$ cat config.mk
export PLATFORM = sky130hd
export DESIGN_NAME = lo_divider
export DESIGN_NICKNAME = d
export VERILOG_FILES = /design/src/rtl/lodiv_pkg.sv /design/src/rtl/lodiv_clamp.sv /design/src/rtl/lodiv_prescaler.sv /design/src/rtl/lodiv_swallow.sv /design/src/rtl/lodiv_direct.sv /design/src/rtl/lo_divider.sv
export SDC_FILE = /design/constraint.sdc
export NUM_CORES = 1
export LEC_CHECK = 0
export ABC_AREA = 1
export BUFFER_PORTS_ARGS = -buffer_cell sky130_fd_sc_hd__buf_4
export CAP_MARGIN = 20
export CORE_MARGIN = 1
export CORE_UTILIZATION = 40
export CTS_CLUSTER_SIZE = 28
export DETAILED_ROUTE_END_ITERATION = 8
export PLACE_DENSITY = 0.6
export SYNTH_ARGS = -nofsm -noshare
export SYNTH_HDL_FRONTEND = slang
export SYNTH_SLANG_ARGS = --single-unit
$ cat constraint.sdc
create_clock -name clk -period 3.19 [get_ports clk]
set_input_delay 0.4785 -clock clk [delete_from_list [all_inputs] [get_ports clk]]
set_output_delay 0.4785 -clock clk [all_outputs]
set_load 0.02 [all_outputs]
$ cat src/rtl/lodiv_pkg.sv
`timescale 1ns/1ps
package lodiv_pkg;
  typedef enum logic [1:0] {
    PATH_PRE  = 2'd0,
    PATH_SWAL = 2'd1,
    PATH_DIR  = 2'd2
  } path_e;
endpackage

$ cat src/rtl/lodiv_clamp.sv
`timescale 1ns/1ps
module lodiv_clamp
  import lodiv_pkg::*;
#(
  parameter int DIV_W      = 16,
  parameter int DIRECT_W   = 12,
  parameter int SWAL_MIN   = 272,
  parameter int DIRECT_MIN = 4
) (
  input  logic [DIV_W-1:0] div_i,
  input  logic             band_i,
  input  logic             mode_i,
  output path_e            path_o,
  output logic [DIV_W-1:0] n_o,
  output logic             oor_o
);
  logic [DIRECT_W-1:0] low_part;
  assign low_part = div_i[DIRECT_W-1:0];

  always_comb begin
    if (band_i)      path_o = PATH_PRE;
    else if (mode_i) path_o = PATH_SWAL;
    else             path_o = PATH_DIR;
  end

  always_comb begin
    n_o   = div_i;
    oor_o = 1'b0;
    if (path_o == PATH_DIR) begin
      n_o = {{(DIV_W-DIRECT_W){1'b0}}, low_part};
      if (low_part < DIRECT_W'(DIRECT_MIN)) begin
        n_o   = DIV_W'(DIRECT_MIN);
        oor_o = 1'b1;
      end
    end else if (div_i < DIV_W'(SWAL_MIN)) begin
      n_o   = DIV_W'(SWAL_MIN);
      oor_o = 1'b1;
    end
  end
endmodule

$ cat src/rtl/lodiv_prescaler.sv
`timescale 1ns/1ps
module lodiv_prescaler #(
  parameter int LOG2 = 1
) (
  input  logic clk,
  input  logic rst,
  input  logic en,
  input  logic tick_i,
  output logic tick_o
);
  logic [LOG2-1:0] phase;

  always_ff @(posedge clk) begin
    if (rst || !en)  phase <= '0;
    else if (tick_i) phase <= phase + 1'b1;
  end

  assign tick_o = en && tick_i && (&phase);
endmodule

$ cat src/rtl/lodiv_swallow.sv
`timescale 1ns/1ps
module lodiv_swallow #(
  parameter int DIV_W   = 16,
  parameter int SW_LOG2 = 4
) (
  input  logic             clk,
  input  logic             rst,
  input  logic             en,
  input  logic             tick_i,
  input  logic [DIV_W-1:0] n_i,
  output logic             done_o
);
  localparam int MAIN_W = DIV_W - SW_LOG2;
  localparam int PC_W   = SW_LOG2 + 1;

  logic [SW_LOG2-1:0] swal_cnt;
  logic [MAIN_W-1:0]  main_cnt;
  logic [PC_W-1:0]    pc;
  logic [MAIN_W-1:0]  mcnt;
  logic               long_cycle;
  logic [PC_W-1:0]    pc_last;
  logic               pc_wrap;
  logic               m_wrap;

  assign swal_cnt   = n_i[SW_LOG2-1:0];
  assign main_cnt   = n_i[DIV_W-1:SW_LOG2];
  assign long_cycle = (mcnt < MAIN_W'(swal_cnt));
  assign pc_last    = long_cycle ? PC_W'(2**SW_LOG2) : PC_W'(2**SW_LOG2 - 1);
  assign pc_wrap    = (pc == pc_last);
  assign m_wrap     = (mcnt == main_cnt - 1'b1);

  always_ff @(posedge clk) begin
    if (rst || !en) begin
      pc   <= '0;
      mcnt <= '0;
    end else if (tick_i) begin
      if (pc_wrap) begin
        pc   <= '0;
        mcnt <= m_wrap ? '0 : mcnt + 1'b1;
      end else begin
        pc <= pc + 1'b1;
      end
    end
  end

  assign done_o = en && tick_i && pc_wrap && m_wrap;
endmodule

$ cat src/rtl/lodiv_direct.sv
`timescale 1ns/1ps
module lodiv_direct #(
  parameter int DIRECT_W = 12
) (
  input  logic                clk,
  input  logic                rst,
  input  logic                en,
  input  logic                tick_i,
  input  logic [DIRECT_W-1:0] n_i,
  output logic                done_o
);
  logic [DIRECT_W-1:0] cnt;
  logic                at_end;

  assign at_end = (cnt == n_i - 1'b1);

  always_ff @(posedge clk) begin
    if (rst || !en)  cnt <= '0;
    else if (tick_i) cnt <= at_end ? '0 : cnt + 1'b1;
  end

  assign done_o = en && tick_i && at_end;
endmodule

$ cat src/rtl/lo_divider.sv
`timescale 1ns/1ps
module lo_divider
  import lodiv_pkg::*;
#(
  parameter int DIV_W      = 16,
  parameter int DIRECT_W   = 12,
  parameter int SW_LOG2    = 4,
  parameter int PRE_LOG2   = 1,
  parameter int SWAL_MIN   = 272,
  parameter int DIRECT_MIN = 4
) (
  input  logic             clk,
  input  logic             rst,
  input  logic             hb_tick,
  input  logic             lb_tick,
  input  logic [DIV_W-1:0] cfg_div,
  input  logic             cfg_band,
  input  logic             cfg_mode,
  output logic             div_pulse,
  output logic             range_err
);
  path_e            nxt_path;
  logic [DIV_W-1:0] nxt_n;
  logic             nxt_oor;
  path_e            act_path;
  logic [DIV_W-1:0] act_n;
  logic             pre_tick;
  logic             sw_en;
  logic             sw_tick;
  logic             sw_done;
  logic             dir_done;
  logic             period_end;

  lodiv_clamp #(
    .DIV_W(DIV_W), .DIRECT_W(DIRECT_W),
    .SWAL_MIN(SWAL_MIN), .DIRECT_MIN(DIRECT_MIN)
  ) u_clamp (
    .div_i(cfg_div), .band_i(cfg_band), .mode_i(cfg_mode),
    .path_o(nxt_path), .n_o(nxt_n), .oor_o(nxt_oor)
  );

  lodiv_prescaler #(.LOG2(PRE_LOG2)) u_pre (
    .clk(clk), .rst(rst), .en(act_path == PATH_PRE),
    .tick_i(hb_tick), .tick_o(pre_tick)
  );

  assign sw_en   = (act_path != PATH_DIR);
  assign sw_tick = (act_path == PATH_PRE) ? pre_tick : lb_tick;

  lodiv_swallow #(.DIV_W(DIV_W), .SW_LOG2(SW_LOG2)) u_swal (
    .clk(clk), .rst(rst), .en(sw_en), .tick_i(sw_tick),
    .n_i(act_n), .done_o(sw_done)
  );

  lodiv_direct #(.DIRECT_W(DIRECT_W)) u_dir (
    .clk(clk), .rst(rst), .en(act_path == PATH_DIR), .tick_i(lb_tick),
    .n_i(act_n[DIRECT_W-1:0]), .done_o(dir_done)
  );

  assign period_end = sw_en ? sw_done : dir_done;

  always_ff @(posedge clk) begin
    if (rst) begin
      act_path  <= nxt_path;
      act_n     <= nxt_n;
      div_pulse <= 1'b0;
      range_err <= 1'b0;
    end else begin
      div_pulse <= period_end;
      range_err <= nxt_oor;
      if (period_end) begin
        act_path <= nxt_path;
        act_n    <= nxt_n;
      end
    end
  end
endmodule

# Word-level counts from Yosys, hierarchy flattened
# Cells that the tools add are included.
[totals] in_bits=22 regBits=50 elab_cells=57
[classes] n_reduce_logical=16 n_mux=18 n_eq_ne=6 order_cmp=3 add_sub_neg=6
[ops] op="$mux 16" n=4
[ops] op="$mux 12" n=3
[ops] op="$add 12x1->12 const B" n=2
[ops] op="$eq 12x12->1" n=2
[ops] op="$sub 12x1->12 const B" n=2
[ops] op="$lt 16x9->1 const B" n=1
[ops] op="$lt 12x3->1 const B" n=1
[ops] op="$lt 12x4->1" n=1
[ops] op="$mux 5" n=2
[ops] op="$mux 2" n=4
[ops] op="$logic_and 1x1->1" n=7
[ops] op="$add 5x1->5 const B" n=1
[ops] op="$eq 5x5->1" n=1
[ops] op="$mux 1" n=5
[ops] op="$eq 2x2->1 const B" n=2
[ops] op="$logic_not 1->1" n=3
[ops] op="$logic_or 1x1->1" n=3
[ops] op="$logic_not 2->1" n=1
[ops] op="$ne 2x2->1 const B" n=1
[ops] op="$reduce_and 2->1" n=1
[ops] op="$reduce_bool 2->1" n=1
[ops] op="$add 1x1->1 const B" n=1

# Longest topological paths before layout
[depth] ltp_word=10 depth_mapped=15

# Cells and area by module
# Synthesis repeated with hierarchy kept, for this count alone.
[unflattened] hier_cells=583 area_unflattened_um2=3821.2
[by_module_without_submodules] module="lodiv_swallow" seq_area_each_um2=340.3 n_inst=1 area_per_inst_um2=1784.2 cells_each=294
[by_module_without_submodules] module="lodiv_direct" seq_area_each_um2=240.2 n_inst=1 area_per_inst_um2=1029.7 cells_each=177
[by_module_without_submodules] module="lo_divider" seq_area_each_um2=580.6 n_inst=1 area_per_inst_um2=656.9 cells_each=37
[by_module_without_submodules] module="lodiv_clamp" seq_area_each_um2=0.0 n_inst=1 area_per_inst_um2=290.3 cells_each=64
[by_module_without_submodules] module="lodiv_prescaler" seq_area_each_um2=20.0 n_inst=1 area_per_inst_um2=60.1 cells_each=11

# Least setup slack after synthesis
# OpenSTA, ideal clock, no wires.
[synth_timing] path_type="register to register" start="register act_n[4]" end="register act_n[0] (enable)" synth_period_minus_slack_ns=2.356 arrival_time_ns=1.921 slack_ns=0.834 stages_incl_launch_ff=12 required_ns=2.755 path_buffers=0 path_cell_list="edfxtp_1 > inv_2 > ha_1 > nand2_1 > nor2_1 > nand2_1 > o21bai_1 > nand2_1 > nand2_1 > nor2_1 > nand4_1 > nand3_1"
[synth_between] elab_chain_len=5
[synth_rtl] element="start, declared" line_no="lo_divider.sv:26" source="logic [DIV_W-1:0] act_n;"
[synth_rtl] element="start signal, assigned" line_no="lo_divider.sv:65" source="act_n <= nxt_n;"
[synth_rtl] element="start signal, assigned" line_no="lo_divider.sv:73" source="act_n <= nxt_n;"
[synth_rtl] element="$sub 12x1->12 (on tied branches)" line_no="lodiv_direct.sv:15, lodiv_swallow.sv:30"
[synth_rtl] element="$eq 12x12->1 (on tied branches)" line_no="lodiv_direct.sv:15, lodiv_swallow.sv:30"
[synth_rtl] element="$logic_and 1x1->1 (on tied branches)" line_no="lodiv_direct.sv:22, lodiv_swallow.sv:46"
[synth_rtl] element="$mux 1 (*)" line_no="lo_divider.sv:60" source="assign period_end = sw_en ? sw_done : dir_done;"
[synth_rtl] element="$reduce_bool 2->1 (no line) (*)"
# Every way passes the cells marked *; elsewhere a longest branch is shown, timed or not.
# A chain may end at the register's enable or synchronous reset.

# Worst setup path after layout
[layout_timing] start="register act_n[4]" end="register act_n[6] (enable)"
# The elaborated chain is that of the path after synthesis.

==> impl_metrics.tcl <==
set metrics [dict create \
    status "finished, final reports clean" \
    critical_path_class "reg -> reg" \
    peakVddDrop_uv 173 \
    hold_viol_final 0 \
    power_leakage_nw 1.87 \
    via_count 3320 \
    p_switching_mw 0.428 \
    postCtsHoldBufs 0 \
    fin_tns_setup_ps 0 \
    yosysSeqAreaShare 0.311 \
    ant_nets 0 \
    antennaDiodeCount 0 \
    htreeDepth 2 \
    cp_max_fo 18 \
    first_pass_iters 4 \
    power_density_nw_per_um2 330 \
    antenna_found_initial 0 \
    pin_count 24 \
    gp_congestion 0.947 \
    grt_overflow_total 0 \
    syn_inst 556 \
    wl_per_cell_um 12.2 \
    drv_slew 0 \
    finalSetupViolCount 0 \
    cts.sinks 50 \
    cp-startpoint "act_n[4]$_DFFE_PP_" \
    ys_warn_count 0 \
    finalPower_mw 1.37 \
    hold_path.class "in -> reg" \
    cpMostUsedCell "nand3_1" \
    mostFrequentLayoutCell "nand2_1" \
    avgViaCountPerCell 4.71 \
    start_util 0.411 \
    worst_slew_pin_slew_ps 518 \
    crit_arrival_ps 2510 \
    relSlewSlack 0.653 \
    dp_hpwl_um 6920 \
    r2r_setup_slack_ps 700 \
    port_buffers 23 \
    cts.path.max_buffers 2 \
    finalCritPeriodShare 0.782 \
    final_cell_mix "nand2_1 (136), inv_1 (87), nor2_1 (70)" \
    setup.worst_path.end_class "flip-flop" \
    clk_latency_ps 320 \
    dr.first_iter.drc_count 168 \
    fp.dieH_um 99.5 \
    worstPathBufferInverterCount 2 \
    num_rows 35 \
    seq_power_share 0.526 \
    cp_num_cells 10 \
    crit_family "simple AND/OR/NAND/NOR gates" \
    grtUsageTotal 0.188 \
    grt_max_degree 19 \
    min_period_ps 2490 \
    ys_types 34 \
    fin_util 0.448 \
    dieArea_sq_um 9890 \
    cts_tree "built" \
    cts_resized 0 \
    first_global_vias 3154 \
    worstPathRequired_ps 3200 \
    rsz0062_at_grt "no" \
    grt_first_pass_wirelength_um 14700 \
    skew_ps 6.94 \
    syn_to_final_growth_pct 8.96 \
    clock.fmax_ghz 0.401 \
    numCtsBuffers 5 \
    crit_end "act_n[6]$_DFFE_PP_" \
    die_w_um 99.5 \
    worstRegToRegCells 10 \
    slowest_stage "edfxtp_1" \
    r2r-start "act_n[4]$_DFFE_PP_" \
    worstPathCellList "inv_2 > ha_1 > nand2_2 > nor2_4 > xor2_1 > nand2_1 > nor2_1 > nand3_1 > nand3_1 > buf_4" \
    slowest_delay_ps 480 \
    cp-start-kind "flip-flop" \
    core_area_sq_um 9240 \
    fin_cells 705 \
    swShare 0.313 \
    ys_ff_latch 50 \
    intPower_mw 0.939 \
    avgSynthCellArea_sq_um 6.83 \
    clk_pin_slew_ps 100 \
    syn_nets 586 \
    post-route-drc-count 0 \
    maxCapViolCount 0 \
    finalNetCount 605 \
    combPwrFrac 0.179 \
    fin_area_sq_um 4140 \
    cts-root-buf "clkbuf_8" \
    r2r-end "act_n[6]$_DFFE_PP_" \
    dpl_cell_area_sq_um 4050 \
    routed_wl_um 8590 \
    placed_cells 697 \
    post_cts_buffers 0 \
    pwr-share-clk 0.295 \
    drive_above_1_share 0.139 \
    netlist_area_sq_um 3800 \
]
[cell type report]
class / count / area (sq um)
fillers: 963 / 5100
multi-input cells: 405 / 2190
flip-flops and latches: 50 / 1180
inverters: 89 / 334
repair buffers: 24 / 180
well taps: 129 / 161
clock buffers: 5 / 68.8
clock inverters: 3 / 22.5
[sequential cells by signal, indices dropped and copies added (netlist names)]
register	flops
act_n	16
div_pulse	1
u_swal.mcnt	12
u_swal.pc	5
range_err	1
u_pre.phase	1
act_path	2
u_dir.cnt	12
[through the flow]
| step | hold WS (ps) | setup WS (ps) |
|---|---|---|
| floorplan | 428 | 834 |
| global placement | 446 | 786 |
| detailed placement | 450 | 749 |
| CTS | 336 | 721 |
| global route | 331 | 484 |
| finish | 344 | 695 |
[cells by family (layout without fill, tap and decap cells)]
| family | count (synthesis) | after routing | synth area share |
|---|---|---|---|
| and+or+nand+nor | 328 | 328 | 0.417 |
| buffers and inverters | 101 | 121 | 0.112 |
| DFF | 50 | 50 | 0.311 |
| xor gates and xnor gates | 40 | 40 | 0.0922 |
| AOI/OAI and AO/OA | 29 | 29 | 0.0415 |
| adders and majority gates | 8 | 8 | 0.0263 |
[worst min path at each step]
stage                             start                        to  slack, ps  cells after the start
2_1_floorplan  u_pre.phase$_SDFFE_PP0P_  u_pre.phase$_SDFFE_PP0P_        430                      2
3_3_place_gp   u_pre.phase$_SDFFE_PP0P_  u_pre.phase$_SDFFE_PP0P_        450                      2
3_5_place_dp   u_pre.phase$_SDFFE_PP0P_  u_pre.phase$_SDFFE_PP0P_        450                      2
4_1_cts                     cfg_div[11]       act_n[11]$_DFFE_PP_        340                      1
5_1_grt                     cfg_div[11]       act_n[11]$_DFFE_PP_        330                      1
6_report                    cfg_div[11]       act_n[11]$_DFFE_PP_        340                      1
[synth_stat cells, drive strengths merged]
library cell / count / area share
nor4: 3 / 0.0049
nor3: 11 / 0.017
a21oi: 10 / 0.013
ha: 8 / 0.026
and2: 1 / 0.0016
or2: 4 / 0.0066
clkbuf: 4 / 0.0040
o21bai: 1 / 0.0020
edfxtp: 18 / 0.14
o21a: 1 / 0.0020
nand3b: 8 / 0.016
buf: 8 / 0.020
dfxtp: 32 / 0.17
a211oi: 1 / 0.0020
nand3: 44 / 0.068
inv: 89 / 0.088
nor2: 95 / 0.12
xor2: 24 / 0.055
nand4: 17 / 0.028
nand2: 145 / 0.15
o211ai: 2 / 0.0040
xnor2: 16 / 0.037
o21ai: 14 / 0.018
[power by group through the flow]
| stage | Sequential (mW) | Clock, mW | Combinational (mW) |
|---|---|---|---|
| 3_3_place_gp | 0.734 | 0 | 0.241 |
| 2_1_floorplan | 0.718 | 0 | 0.197 |
| 5_1_grt | 0.724 | 0.439 | 0.278 |
| 6_report | 0.720 | 0.403 | 0.245 |
| 3_5_place_dp | 0.734 | 0 | 0.243 |
| 4_1_cts | 0.719 | 0.419 | 0.245 |
[routing by layer]
| metal | vias up | GRT usage | wire [um] |
|---|---|---|---|
| met2 | 70 | 0.310 | 3960 |
| li1 | 1788 | - | - |
| met5 | - | 0 | 0 |
| met1 | 1449 | 0.255 | 4180 |
| met4 | 0 | 0.0645 | 151 |
| met3 | 13 | 0.0218 | 294 |
(Power assumes the default switching activity.)
